## src/rtl/abort_rsp_pkg.sv

```systemverilog
package abort_rsp_pkg;

    // Slot states: one idle state plus one held state per response style.
    typedef enum logic [2:0] {
        SL_IDLE  = 3'd0,
        SL_FWD   = 3'd1,
        SL_ONES  = 3'd2,
        SL_RDERR = 3'd3,
        SL_ACK   = 3'd4
    } slot_state_e;

    // Picks the held state for an accepted beat.
    // status: 00 normal, 01 master abort, 1x special cycle.
    function automatic slot_state_e classify(
        input logic [1:0] status,
        input logic       is_write,
        input logic       burst_aborted,
        input logic       ones_mode
    );
        slot_state_e nxt;
        if (status[1] || is_write) begin
            nxt = SL_ACK;
        end else if (status[0] || burst_aborted) begin
            nxt = ones_mode ? SL_ONES : SL_RDERR;
        end else begin
            nxt = SL_FWD;
        end
        return nxt;
    endfunction

endpackage

```

## src/rtl/abort_rsp_slot.sv

```systemverilog
module abort_rsp_slot #(
    parameter int DATA_W = 64
) (
    input  logic              clk,
    input  logic              rst_n,
    input  logic              ones_mode,
    input  logic              in_valid,
    output logic              in_ready,
    input  logic [1:0]        in_status,
    input  logic              in_write,
    input  logic              in_last,
    input  logic [DATA_W-1:0] in_data,
    input  logic              pop,
    output logic              out_req,
    output logic              out_write,
    output logic              out_err,
    output logic              out_last,
    output logic [DATA_W-1:0] out_data
);
    import abort_rsp_pkg::*;

    slot_state_e       state_q, state_d;
    logic [DATA_W-1:0] data_q;
    logic              last_q;
    logic              sticky_q, sticky_d;
    logic              take;

    assign take = in_valid && in_ready;

    // Next-state selection
    always_comb begin : next_state
        state_d = state_q;
        unique case (state_q)
            SL_IDLE: begin
                if (in_valid) begin
                    state_d = classify(in_status, in_write, sticky_q, ones_mode);
                end
            end
            SL_FWD, SL_ONES, SL_RDERR, SL_ACK: begin
                if (pop) begin
                    state_d = SL_IDLE;
                end
            end
            default: state_d = SL_IDLE;
        endcase
    end

    // Burst abort memory: set by an aborted non-final read beat, cleared by any final beat
    always_comb begin : sticky_next
        sticky_d = sticky_q;
        if (take) begin
            if (in_last) begin
                sticky_d = 1'b0;
            end else if (!in_write && (in_status == 2'b01)) begin
                sticky_d = 1'b1;
            end
        end
    end

    // State register
    always_ff @(posedge clk) begin : state_reg
        if (!rst_n) begin
            state_q  <= SL_IDLE;
            sticky_q <= 1'b0;
            last_q   <= 1'b0;
            data_q   <= '0;
        end else begin
            state_q  <= state_d;
            sticky_q <= sticky_d;
            if (take) begin
                last_q <= in_last;
                data_q <= in_data;
            end
        end
    end

    // Outputs decoded from the held state
    always_comb begin : outputs
        in_ready  = 1'b0;
        out_req   = 1'b1;
        out_write = 1'b0;
        out_err   = 1'b0;
        out_last  = last_q;
        out_data  = '0;
        unique case (state_q)
            SL_IDLE: begin
                in_ready = 1'b1;
                out_req  = 1'b0;
            end
            SL_FWD:   out_data  = data_q;
            SL_ONES:  out_data  = {DATA_W{1'b1}};
            SL_RDERR: out_err   = 1'b1;
            SL_ACK:   out_write = 1'b1;
            default: begin
                out_req = 1'b0;
            end
        endcase
    end


    accept_blocks_chk: assert property (@(posedge clk) disable iff (!rst_n)
        take |=> !in_ready);


    pop_frees_chk: assert property (@(posedge clk) disable iff (!rst_n)
        pop |=> in_ready);


    ones_subst_chk: assert property (@(posedge clk) disable iff (!rst_n)
        (take && !in_write && (in_status == 2'b01) && ones_mode)
        |=> (out_data == {DATA_W{1'b1}}) && !out_err && !out_write);


    err_flag_chk: assert property (@(posedge clk) disable iff (!rst_n)
        (take && !in_write && (in_status == 2'b01) && !ones_mode)
        |=> out_err && (out_data == '0) && !out_write);


    special_quiet_chk: assert property (@(posedge clk) disable iff (!rst_n)
        (take && in_status[1]) |=> out_write && !out_err);


    write_quiet_chk: assert property (@(posedge clk) disable iff (!rst_n)
        (take && in_write) |=> out_write && !out_err);

endmodule

```

## src/rtl/abort_rsp_arb.sv

```systemverilog
module abort_rsp_arb #(
    parameter  int NB = 2,
    localparam int IW = (NB > 1) ? $clog2(NB) : 1
) (
    input  logic          clk,
    input  logic          rst_n,
    input  logic [NB-1:0] req,
    input  logic          out_ready,
    output logic [NB-1:0] gnt,
    output logic [IW-1:0] sel,
    output logic          any
);
    logic [IW-1:0] ptr_q;
    logic          lock_q;
    logic [IW-1:0] lock_idx_q;
    logic [IW-1:0] pick;
    logic          found;
    logic [IW:0]   cand;

    // Rotating search from the pointer
    always_comb begin : search
        pick  = ptr_q;
        found = 1'b0;
        cand  = '0;
        for (int off = 0; off < NB; off++) begin
            cand = {1'b0, ptr_q} + (IW+1)'(off);
            if (cand >= (IW+1)'(NB)) begin
                cand = cand - (IW+1)'(NB);
            end
            if (!found && req[cand[IW-1:0]]) begin
                found = 1'b1;
                pick  = cand[IW-1:0];
            end
        end
    end

    always_comb begin : grant
        sel = lock_q ? lock_idx_q : pick;
        any = lock_q || found;
        gnt = '0;
        if (any) begin
            gnt[sel] = 1'b1;
        end
    end

    always_ff @(posedge clk) begin : arb_reg
        if (!rst_n) begin
            ptr_q      <= '0;
            lock_q     <= 1'b0;
            lock_idx_q <= '0;
        end else if (any && out_ready) begin
            ptr_q  <= (sel == IW'(NB-1)) ? '0 : sel + 1'b1;
            lock_q <= 1'b0;
        end else if (any) begin
            lock_q     <= 1'b1;
            lock_idx_q <= sel;
        end
    end


    gnt_onehot_chk: assert property (@(posedge clk) disable iff (!rst_n)
        $onehot0(gnt));


    gnt_to_req_chk: assert property (@(posedge clk) disable iff (!rst_n)
        any |-> ((gnt & req) != '0));

endmodule

```

## src/rtl/abort_rsp_unit.sv

```systemverilog
module abort_rsp_unit #(
    parameter  int NUM_BUS = 2,
    parameter  int DATA_W  = 64,
    localparam int BW      = (NUM_BUS > 1) ? $clog2(NUM_BUS) : 1
) (
    input  logic                            clk,
    input  logic                            rst_n,
    input  logic                            cfg_ones,
    input  logic [NUM_BUS-1:0]              cmp_valid,
    output logic [NUM_BUS-1:0]              cmp_ready,
    input  logic [NUM_BUS-1:0][1:0]         cmp_status,
    input  logic [NUM_BUS-1:0]              cmp_write,
    input  logic [NUM_BUS-1:0]              cmp_last,
    input  logic [NUM_BUS-1:0][DATA_W-1:0]  cmp_data,
    output logic                            rsp_valid,
    input  logic                            rsp_ready,
    output logic [BW-1:0]                   rsp_bus,
    output logic                            rsp_write,
    output logic                            rsp_err,
    output logic                            rsp_last,
    output logic [DATA_W-1:0]               rsp_data
);
    logic [NUM_BUS-1:0]             slot_req;
    logic [NUM_BUS-1:0]             slot_write;
    logic [NUM_BUS-1:0]             slot_err;
    logic [NUM_BUS-1:0]             slot_last;
    logic [NUM_BUS-1:0][DATA_W-1:0] slot_data;
    logic [NUM_BUS-1:0]             gnt;
    logic [NUM_BUS-1:0]             pop;
    logic [BW-1:0]                  sel;
    logic                           any;

    for (genvar b = 0; b < NUM_BUS; b++) begin : g_slot
        assign pop[b] = gnt[b] && rsp_ready;

        abort_rsp_slot #(.DATA_W(DATA_W)) u_slot (
            .clk       (clk),
            .rst_n     (rst_n),
            .ones_mode (cfg_ones),
            .in_valid  (cmp_valid[b]),
            .in_ready  (cmp_ready[b]),
            .in_status (cmp_status[b]),
            .in_write  (cmp_write[b]),
            .in_last   (cmp_last[b]),
            .in_data   (cmp_data[b]),
            .pop       (pop[b]),
            .out_req   (slot_req[b]),
            .out_write (slot_write[b]),
            .out_err   (slot_err[b]),
            .out_last  (slot_last[b]),
            .out_data  (slot_data[b])
        );
    end

    abort_rsp_arb #(.NB(NUM_BUS)) u_arb (
        .clk       (clk),
        .rst_n     (rst_n),
        .req       (slot_req),
        .out_ready (rsp_ready),
        .gnt       (gnt),
        .sel       (sel),
        .any       (any)
    );

    always_comb begin : rsp_mux
        rsp_valid = any;
        rsp_bus   = sel;
        rsp_write = slot_write[sel] && any;
        rsp_err   = slot_err[sel] && any;
        rsp_last  = slot_last[sel] && any;
        rsp_data  = any ? slot_data[sel] : '0;
    end


    held_rsp_chk: assert property (@(posedge clk) disable iff (!rst_n)
        (rsp_valid && !rsp_ready) |=> rsp_valid && $stable(rsp_bus) && $stable(rsp_data)
            && $stable(rsp_err) && $stable(rsp_write) && $stable(rsp_last));


    err_means_read_chk: assert property (@(posedge clk) disable iff (!rst_n)
        rsp_err |-> rsp_valid && !rsp_write && (rsp_data == '0));

endmodule

```

## config.mk

```make
export PLATFORM = sky130hd
export DESIGN_NAME = abort_rsp_unit
export DESIGN_NICKNAME = d
export VERILOG_FILES = /design/src/rtl/abort_rsp_pkg.sv /design/src/rtl/abort_rsp_slot.sv /design/src/rtl/abort_rsp_arb.sv /design/src/rtl/abort_rsp_unit.sv
export SDC_FILE = /design/constraint.sdc
export NUM_CORES = 1
export LEC_CHECK = 0
export BUFFER_PORTS_ARGS = -buffer_cell sky130_fd_sc_hd__buf_2
export CORE_ASPECT_RATIO = 0.8
export CORE_UTILIZATION = 30
export DETAILED_ROUTE_END_ITERATION = 6
export GPL_TIMING_DRIVEN = 0
export PLACE_DENSITY_LB_ADDON = 0.1
export SYNTH_ARGS = -nofsm -noshare
export SYNTH_HDL_FRONTEND = slang
export SYNTH_SLANG_ARGS = --single-unit
```

## constraint.sdc

```tcl
create_clock -name clk -period 3.95 [get_ports clk]
set_input_delay 0.79 -clock clk [delete_from_list [all_inputs] [get_ports clk]]
set_output_delay 0.79 -clock clk [all_outputs]
set_load 0.1 [all_outputs]
```

==> impl_metrics.csv, run 1 <==
group,metric,value,unit
run_status,status,"finished, final reports clean",
setup_path,reg2reg_from,"g_slot[0].u_slot.state_q[0]",
setup_path,rr_worst_depth,5,
timing,final.setup_skew,0.0142,ns
power,leakagePower,0.00350,µW
routing,vias,6972,
clock_network,cts-buffers-inserted,17,
grt,grt.total_usage,0.208,
routing,postRouteAntennaNets,0,
yosys,async_flop_share,0,
setup_path,cp_slowest_cell,"clkbuf_1",
die,dieArea,23000,µm²
yosys,yosysMostFrequentCell,"nand2_1",
timing,hold_viol,0,
grt,grt_max_degree,17,
yosys,yosys.area_share.simple,0.182,
final_layout,multi_input_area,3460,µm²
power,p_per_area,514,nW/µm²
clock_network,cts_root_buffer,"clkbuf_16",
clock_network,post-cts-setup-buffer-count,0,
clock_network,clk_pin_slew,0.06,ns
setup_path,slowest_delay,0.58,ns
final_layout,seqCellArea,2820,µm²
routing,dr.pass1.iters,5,
die,initial_utilization,0.309,
yosys,synth-compound-area-share,0.332,
yosys,ys_ff_latch,141,
place,io_buffer_count,211,
setup_path,path_max_fanout,10,
place,hpwlAfterDp,17.3,mm
die,num_rows,48,
final_layout,layout-area-overhead-vs-synth,31.1,%
clock_network,clk_path_buf_depth,2,
routing,routedWlPerCell,16.7,µm
clock_network,post_cts_resized,0,
yosys,synthesis.nets,1036,
setup_path,path_delay_family,"buffers and inverters",
yosys,syn_area,6730,µm²
timing,worstMarginPinSlew,0.876,ns
clock_network,cts_sinks,141,
power,p_switching,1530,µW
grt,grt_pass1_vias,6633,
final_layout,nNetsFinal,1266,
setup_path,critical_path_required,3.16,ns
clock_network,cts_max_level,4,
timing,fin_crit_sh,0.949,
final_layout,layout-drive-gt1-share,0.281,
final_layout,utilization,0.405,
die,die_x,169,µm
timing,rsz0062_at_grt,"false",
yosys,ys_warn_count,0,
yosys,synthXorXnorAreaFrac,0,
routing,drc,0,
yosys,synth_top_family_by_area,"compound AO/OA/AOI/OAI gates",
die,fp.dieH,136,µm
worst_hold_path,min_path_type,"flip-flop to flip-flop",
yosys,synth_area_per_cell,7.53,µm²
flow_run,drv_cap,0,
power,p_total,4530,µW
yosys,yosys.area.top_type,"dfxtp_1",
setup_path,crit_chain,"buf_2 -> nor3b_1 -> clkbuf_1 -> clkbuf_1 -> a21oi_1 -> o22ai_1 -> buf_2",
timing,period_needed,3.75,ns
timing,setup_tns,0,ns
timing,max_freq,267,MHz
worst_hold_path,min_to,"g_slot[1].u_slot.data_q[18]",
yosys,syn_inst,894,
timing,slew-limit-headroom,0.408,
power,pwr-share-comb,0.245,
worst_hold_path,hold_depth,2,
yosys,synth-adder-area-share,0,
routing,via_per_inst,4.85,
routing,first_iter_violations,386,
worst_hold_path,hp-start,"g_slot[1].u_slot.data_q[18]",
final_layout,final_area,8820,µm²
setup_path,cp-start-kind,"flip-flop",
power,pwr-share-seq,0.353,
setup_path,r2r_slack,1.54,ns
yosys,synth_edf_count,0,
grt,grt_pass1_wl,36.7,mm
grt,grt_antenna_before_repair,1,
clock_network,holdBufCountCts,0,
final_layout,nFillCells,2417,
timing,slew_viol_final,0,
die,coreArea,21800,µm²
yosys,ys.flop_type,"dfxtp_1",
place,placed_cell_area,8160,µm²
setup_path,path_buf_inv,4,
power,vdd_ir_drop_max,0.242,mV
setup_path,end_kind,"primary output",
setup_path,critPathArrivalTime,2.96,ns
power,p_int,3000,µW
yosys,synth_cell_types,41,
power,clockPowerShare,0.402,
setup_path,worstReg2RegEnd,"g_slot[0].u_slot.data_q[4]",
yosys,synthTopCellsByCount,"nand2_1 (273), a21oi_1 (260), dfxtp_1 (141)",
routing,routed_wirelength,24.0,mm
die,num_io_pins,213,
clock_network,cts_tree,"built",
setup_path,critical_path_class,"flip-flop to primary output",
yosys,synth_top_area_frac,0.420,
grt,overflow,0,
power,switching_share,0.338,
timing,setup_viol,0,
clock_network,insertion_delay,0.42,ns
yosys,synth.area.top_cells,"dfxtp_1 (42%), a21oi_1 (19%), nand2_1 (15%)",
yosys,muxShareOfSynthArea,0,
yosys,yosysSeqAreaShare,0.420,
final_layout,antennaDiodeCount,0,
place,gp_congestion,0.798,
==> stage by stage <==
step,hold slack [ns],instances,setup WS (ns)
final,0.454,1437,0.201
after global routing,0.466,1437,0.0219
after CTS,0.455,1437,0.0737
after detailed placement,0.447,1405,0.555
after global placement,0.444,1405,0.516
after floorplan,0.436,894,0.141
==> placed cells by master (no fill, tap or decap), types with 2 or more instances in the layout <==
master,netlist,final
inv_6,0,4
clkinvlp_4,0,2
buf_1,5,5
a31oi_1,3,3
o21ai_0,7,7
o22ai_2,50,50
a221oi_1,2,2
clkbuf_16,0,17
a211oi_1,2,2
or3_1,2,2
nor3b_1,3,3
nor2b_1,5,5
o22ai_1,16,16
nor2_1,8,8
dfxtp_1,141,141
buf_6,9,9
a21oi_1,260,260
buf_2,8,219
o211a_1,2,2
clkbuf_1,65,65
clkbuf_8,0,2
o2bb2ai_1,2,2
buf_4,3,3
nand2_1,273,273
nand3_1,4,4
inv_1,5,5
bufinv_16,0,5
==> layer usage <==
layer	routed length, µm	share of wire	GRT usage	vias up
met5	13	0.00054	0	-
li1	-	-	-	3543
met2	9990	0.42	0.307	184
met4	163	0.0068	0.0440	2
met1	12600	0.53	0.306	3229
met3	1200	0.050	0.0480	14
==> cell type report <==
type,count,share of cell area
clock inverter,12,0.0233
inverter,6,0.00255
multi-input combinational,657,0.392
buffer,90,0.0485
clock buffer,20,0.0518
timing repair buffer,211,0.120
tap,300,0.0425
sequential,141,0.320
==> flip-flops by register name, summed over array words and instances (netlist names) <==
signal and count:
g_slot.u_slot.out_last 2, g_slot.u_slot.data_q 128, g_slot.u_slot.sticky_q 2, u_arb.lock_q 1, u_arb.ptr_q 1, u_arb.lock_idx_q 1
g_slot.u_slot.state_q 6
==> power groups by stage <==
stage / combinational, µW / clock (µW) / sequential, µW
5_1_grt: 1200 / 1920 / 1610
2_1_floorplan: 820 / 0 / 1610
3_3_place_gp: 1110 / 0 / 1630
3_5_place_dp: 1120 / 0 / 1630
4_1_cts: 1120 / 1860 / 1600
6_report: 1110 / 1820 / 1600
==> worst min-delay path: cells and delay by family (launching register included) <==
family / cells / cell delay (ns)
AOI/OAI and AO/OA: 1 / 0.05
DFF: 1 / 0.31
and+or+nand+nor: 1 / 0.05
==> worst max-delay path by stage <==
stage	startpoint	to	slack, ns	cells after the start
floorplan	g_slot[1].u_slot.state_q[0]	rsp_data[10]	0.14	6
global placement	g_slot[1].u_slot.state_q[1]	rsp_data[3]	0.52	7
detailed placement	g_slot[1].u_slot.state_q[1]	rsp_data[3]	0.56	7
CTS	g_slot[1].u_slot.state_q[1]	rsp_data[3]	0.07	7
global route	g_slot[1].u_slot.state_q[0]	rsp_data[4]	0.02	7
finish	g_slot[1].u_slot.state_q[0]	rsp_data[3]	0.20	7
==> cells by family (layout without fill, tap and decap cells) <==
logic type | count (synthesis) | count (layout)
simple gates | 305 | 305
compound gates | 352 | 352
buf+inv | 96 | 339
flops | 141 | 141
(Power assumes the default switching activity.)
==> run 2, diff against run 1 <==
Settings changed: RECOVER_POWER set to 25.
==> run 2 against run 1 <==
Net effect: the run now ends with max-capacitance violations, max-slew violations left; sequential power barely moved; clock-buffer cell count is the same; sequential share of layout area hardly changed; cell count barely moved; power barely moved; core utilization fell by 0.057 points; non-clock buffer count is the same; worst hold slack is essentially flat; first-iteration DRC count increased by 4.9%; routed wire length is essentially flat.
==> impl_metrics.csv, run 2 (synthesis results as in run 1) <==
group,metric,value,unit
final_layout,layout-drive-gt1-share,0.278,
final_layout,final_cells,1438,
clock_network,cts_tree,"built",
die,num_io_pins,213,
setup_path,path_max_fanout,10,
setup_path,critical_path_required,3.16,ns
grt,busiest_layer,"met2",
setup_path,cp_slowest_cell,"clkbuf_1",
die,dieArea,23000,µm²
timing,slew_viol_final,6,
grt,grt_pass1_vias,6633,
timing,period_needed,3.73,ns
final_layout,multi_input_area,3440,µm²
timing,setup_tns,0,ns
routing,first_iter_violations,405,
timing,setup_viol,0,
worst_hold_path,min_path_type,"flip-flop to flip-flop",
setup_path,rr_worst_depth,6,
grt,grt_pass1_wl,36.7,mm
grt,met3_usage,0.0480,
setup_path,slowest_delay,0.58,ns
final_layout,layout-area-overhead-vs-synth,30.9,%
grt,overflow,0,
final_layout,largest_register_ffs,128,
die,coreArea,21800,µm²
power,vdd_ir_drop_max,0.244,mV
place,gp_congestion,0.798,
final_layout,final_common_cell,"nand2_1",
timing,hold_viol,0,
setup_path,r2r_slack,0.85,ns
routing,postRouteAntennaNets,0,
flow_run,drv_cap,1,
run_status,status,"finished with violations",
place,io_buffer_count,211,
routing,routed_wirelength,24.0,mm
routing,routedWlPerCell,16.7,µm
setup_path,end_kind,"primary output",
grt,grt.met1_usage,0.306,
run_status,violations,"max-capacitance violations, max-slew violations",
setup_path,cp-start-kind,"flip-flop",
die,die_x,169,µm
clock_network,cts_root_buffer,"clkbuf_16",
setup_path,critPathArrivalTime,2.94,ns
setup_path,critical_path_class,"flip-flop to primary output",
timing,rsz0062_at_grt,"false",
clock_network,cts_max_level,4,
power,p_total,4530,µW
timing,max_freq,268,MHz
final_layout,layout_common_cells,"nand2_1 (273), a21oi_1 (260), buf_2 (218)",
place,placed_cells,1405,
grt,grt_antenna_before_repair,1,
routing,dr.pass1.iters,5,
power,p_per_area,514,nW/µm²
timing,fin_crit_sh,0.945,
die,fp.dieH,136,µm
clock_network,clk_path_buf_depth,2,
routing,via_per_inst,4.84,
clock_network,cts-buffers-inserted,17,
clock_network,insertion_delay,0.42,ns
final_layout,regMostFlops,"g_slot.u_slot.data_q",
clock_network,cts_sinks,141,
timing,worstMarginPinSlew,1.57,ns
die,initial_utilization,0.309,
clock_network,clk_pin_slew,0.06,ns
place,hpwlAfterDp,17.3,mm
power,leakagePower,0.00349,µW
final_layout,nNetsFinal,1266,
grt,grt_max_degree,17,
final_layout,largestRegisters,"g_slot.u_slot.data_q: 128 flops, g_slot.u_slot.state_q: 6 flops",
final_layout,seqCellArea,2820,µm²
grt,grt.total_usage,0.208,
routing,drc,0,
worst_hold_path,hold_depth,2,
grt,met2_usage,0.307,
timing,slew-limit-headroom,-0.0633,
setup_path,crit_chain,"buf_2 -> nor3b_1 -> clkbuf_1 -> clkbuf_1 -> a21oi_1 -> o22ai_1 -> buf_2",
routing,vias,6962,
die,num_rows,48,
timing,final.setup_skew,0.0120,ns
final_layout,nFillCells,2420,
## run 2: worst max-delay path, delay by kind of cell, from the launching register on
family | cells | cell delay (ns)
and+or+nand+nor | 1 | 0.18
buffers and inverters | 4 | 1.64
AOI/OAI and AO/OA | 2 | 0.39
DFF | 1 | 0.30
## run 2: repair_timing
action	in CTS	in global routing
resized for setup	0	2
endpoints found under the setup margin	0	10
setup buffers	0	0
hold buffers	0	0
endpoints found under the hold margin	0	0
## run 2: metrics by stage
stage | area [µm²] | setup WS (ns) | hold WS [ns] | util
after CTS | 8820 | 0.0737 | 0.455 | 0.405
after floorplan | 6730 | 0.141 | 0.436 | -
after global routing | 8810 | 0.0323 | 0.466 | 0.404
after global placement | 8160 | 0.516 | 0.444 | 0.374
after detailed placement | 8160 | 0.555 | 0.447 | 0.374
final | 8810 | 0.217 | 0.454 | 0.404
## run 2: final timing paths
check,from,end
setup / recovery,g_slot[1].u_slot.state_q[0],rsp_data[3]
hold reg to reg,g_slot[1].u_slot.data_q[18],g_slot[1].u_slot.data_q[18]
hold / removal,g_slot[1].u_slot.data_q[18],g_slot[1].u_slot.data_q[18]
setup reg to reg,g_slot[1].u_slot.state_q[0],g_slot[1].u_slot.data_q[58]
## run 2: power breakdown
group / switching [µW] / leakage [µW] / internal (µW)
Sequential: 62.9 / 0.00116 / 1540
Clock: 660 / 0.000318 / 1160
Combinational: 809 / 0.00202 / 298
Total: 1530 / 0.00349 / 3000
## run 2: layout make-up
class / instances / share of cell area
multi-input cells: 657 / 0.391
flip-flops and latches: 141 / 0.320
repair buffers: 211 / 0.120
clock buffers: 20 / 0.0518
plain buffers: 90 / 0.0484
well taps: 300 / 0.0426
clock inverters: 12 / 0.0233
inverters: 6 / 0.00256
diodes: 1 / 0.000284
## run 2: metal layers
layer | up-vias | wire length (µm)
met2 | 194 | 10000
met1 | 3208 | 12400
met3 | 12 | 1380
li1 | 3546 | -
met4 | 2 | 159
met5 | - | 13
==> run 3, diff against run 2 <==
Settings changed: GPL_TIMING_DRIVEN 0 to unset, RECOVER_POWER 25 to 50.
==> run 3 against run 2 <==
Net effect: the flow still finishes with violations (max-capacitance violations, max-slew violations); worst hold slack got worse by 0.00067 ns; clock power down 9%; maximum frequency shrank 1.3%; clock skew down 0.0050 ns; critical path type unchanged; critical endpoint is now rsp_err; highest routed layer unchanged.
==> impl_metrics.csv, run 3 (synthesis results as in run 1) <==
group,metric,value,unit
clock_network,cts_tree,"built",
final_layout,regMostFlops,"g_slot.u_slot.data_q",
grt,grt_pass1_vias,6621,
setup_path,critical_path_required,3.16,ns
run_status,violations,"max-capacitance violations, max-slew violations",
worst_hold_path,hold_depth,2,
timing,worstMarginPinSlew,1.83,ns
routing,routedWlPerCell,17.3,µm
timing,slew_viol_final,84,
final_layout,utilization,0.392,
power,leakagePower,0.00338,µW
setup_path,cp-start-kind,"flip-flop",
clock_network,cts_root_buffer,"clkbuf_16",
routing,postRouteAntennaNets,0,
worst_hold_path,min_path_type,"flip-flop to flip-flop",
place,gp_congestion,0.762,
timing,setup_viol,0,
timing,setup_tns,0,ns
run_status,status,"finished with violations",
timing,max_freq,264,MHz
clock_network,cts_sinks,141,
final_layout,layout_common_cells,"nand2_1 (272), a21oi_1 (260), buf_2 (212)",
final_layout,largest_register_ffs,128,
setup_path,endpoint,"rsp_err",
die,fp.dieH,136,µm
clock_network,holdBufCountCts,0,
routing,via_per_inst,4.94,
die,dieArea,23000,µm²
final_layout,largestRegisters,"g_slot.u_slot.data_q: 128 flops, g_slot.u_slot.state_q: 6 flops",
final_layout,layout-drive-gt1-share,0.298,
routing,drc,0,
clock_network,cts-buffers-inserted,17,
setup_path,r2r_slack,0.56,ns
grt,grt_pass1_wl,36.7,mm
power,p_per_area,503,nW/µm²
setup_path,reg2reg_from,"g_slot[1].u_slot.state_q[0]",
setup_path,path_max_fanout,17,
setup_path,rr_worst_depth,5,
routing,routed_wirelength,23.7,mm
routing,first_iter_violations,390,
die,coreArea,21800,µm²
timing,fin_crit_sh,0.957,
clock_network,clk_path_buf_depth,2,
die,num_rows,48,
place,io_buffer_count,212,
timing,hold_viol,0,
timing,slew-limit-headroom,-0.239,
clock_network,post-cts-setup-buffer-count,0,
clock_network,clk_pin_slew,0.06,ns
flow_run,drv_cap,3,
clock_network,cts_max_level,4,
grt,overflow,0,
die,die_x,169,µm
setup_path,crit_start,"g_slot[0].u_slot.state_q[0]",
die,initial_utilization,0.309,
routing,vias,6772,
setup_path,end_kind,"primary output",
grt,grt_antenna_before_repair,3,
clock_network,insertion_delay,0.42,ns
final_layout,layout-area-overhead-vs-synth,26.9,%
setup_path,critPathArrivalTime,2.99,ns
setup_path,critical_path_class,"flip-flop to primary output",
place,hpwlAfterDp,14.8,mm
timing,rsz0062_at_grt,"false",
die,num_io_pins,213,
final_layout,final_common_cell,"nand2_1",
grt,grt_max_degree,65,
timing,period_needed,3.78,ns
timing,final.setup_skew,0.00698,ns
routing,dr.pass1.iters,4,
grt,grt.total_usage,0.207,
final_layout,nNetsFinal,1196,
power,vdd_ir_drop_max,0.292,mV
setup_path,worstReg2RegEnd,"g_slot[1].u_slot.sticky_q",
run 3: worst max-delay path: stages, from the launching register on:
cell and delay [ns]:
dfxtp_1 0.52, nor3_2 0.15, or3_1 0.45, a41oi_4 0.56, buf_4 0.41, o22ai_1 0.15
buf_2 0.33
run 3: stage by stage:
step / area (µm²) / hold WS (ns) / setup slack, ns / total power (µW) / cells
2_1_floorplan: 6730 / 0.436 / 0.141 / 2430 / 894
3_3_place_gp: 7970 / 0.443 / 0.418 / 2690 / 1334
3_5_place_dp: 7970 / 0.447 / 0.398 / 2690 / 1334
4_1_cts: 8570 / 0.456 / 0.00121 / 4350 / 1366
5_1_grt: 8530 / 0.469 / 0.0319 / 4480 / 1366
6_report: 8540 / 0.453 / 0.168 / 4300 / 1370
run 3: layer usage:
metal  vias to the layer above  share of wire  track usage
met5                         -        0.00093            0
met1                      3168           0.49        0.284
li1                       3405              -            -
met3                        14          0.062       0.0515
met4                         4         0.0068       0.0495
met2                       181           0.44        0.326
run 3: layout make-up:
cell class | count | area, µm²
fill | 2391 | 13300
multi-input combinational | 658 | 3500
sequential | 141 | 2820
timing repair buffer | 230 | 1220
clock buffer | 19 | 443
tap | 300 | 375
clock inverter | 12 | 146
inverter | 6 | 25.0
antenna | 4 | 10.0
run 3: repair_timing:
item / 4_1_cts / 5_1_grt
pin swaps: 0 / 0
endpoints found under the setup margin: 19 / 32
gates cloned: 1 / 0
endpoints found under the hold margin: 0 / 0
gates resized for setup: 0 / 1
run 3: how the worst min path moves through the flow:
stage	start	to	slack [ns]
global placement	g_slot[1].u_slot.data_q[8]	g_slot[1].u_slot.data_q[8]	0.44
global route	g_slot[0].u_slot.data_q[26]	g_slot[0].u_slot.data_q[26]	0.47
floorplan	g_slot[1].u_slot.out_last	g_slot[1].u_slot.out_last	0.44
CTS	g_slot[1].u_slot.data_q[31]	g_slot[1].u_slot.data_q[31]	0.46
finish	g_slot[0].u_slot.data_q[23]	g_slot[0].u_slot.data_q[23]	0.45
detailed placement	g_slot[0].u_slot.data_q[37]	g_slot[0].u_slot.data_q[37]	0.45
run 3: power by group:
part           internal (µW)  switching, µW  leakage [µW]  total (µW)
sequential              1540           63.9       0.00116        1600
clock                   1000            645      0.000284        1650
combinational            262            788       0.00194        1050
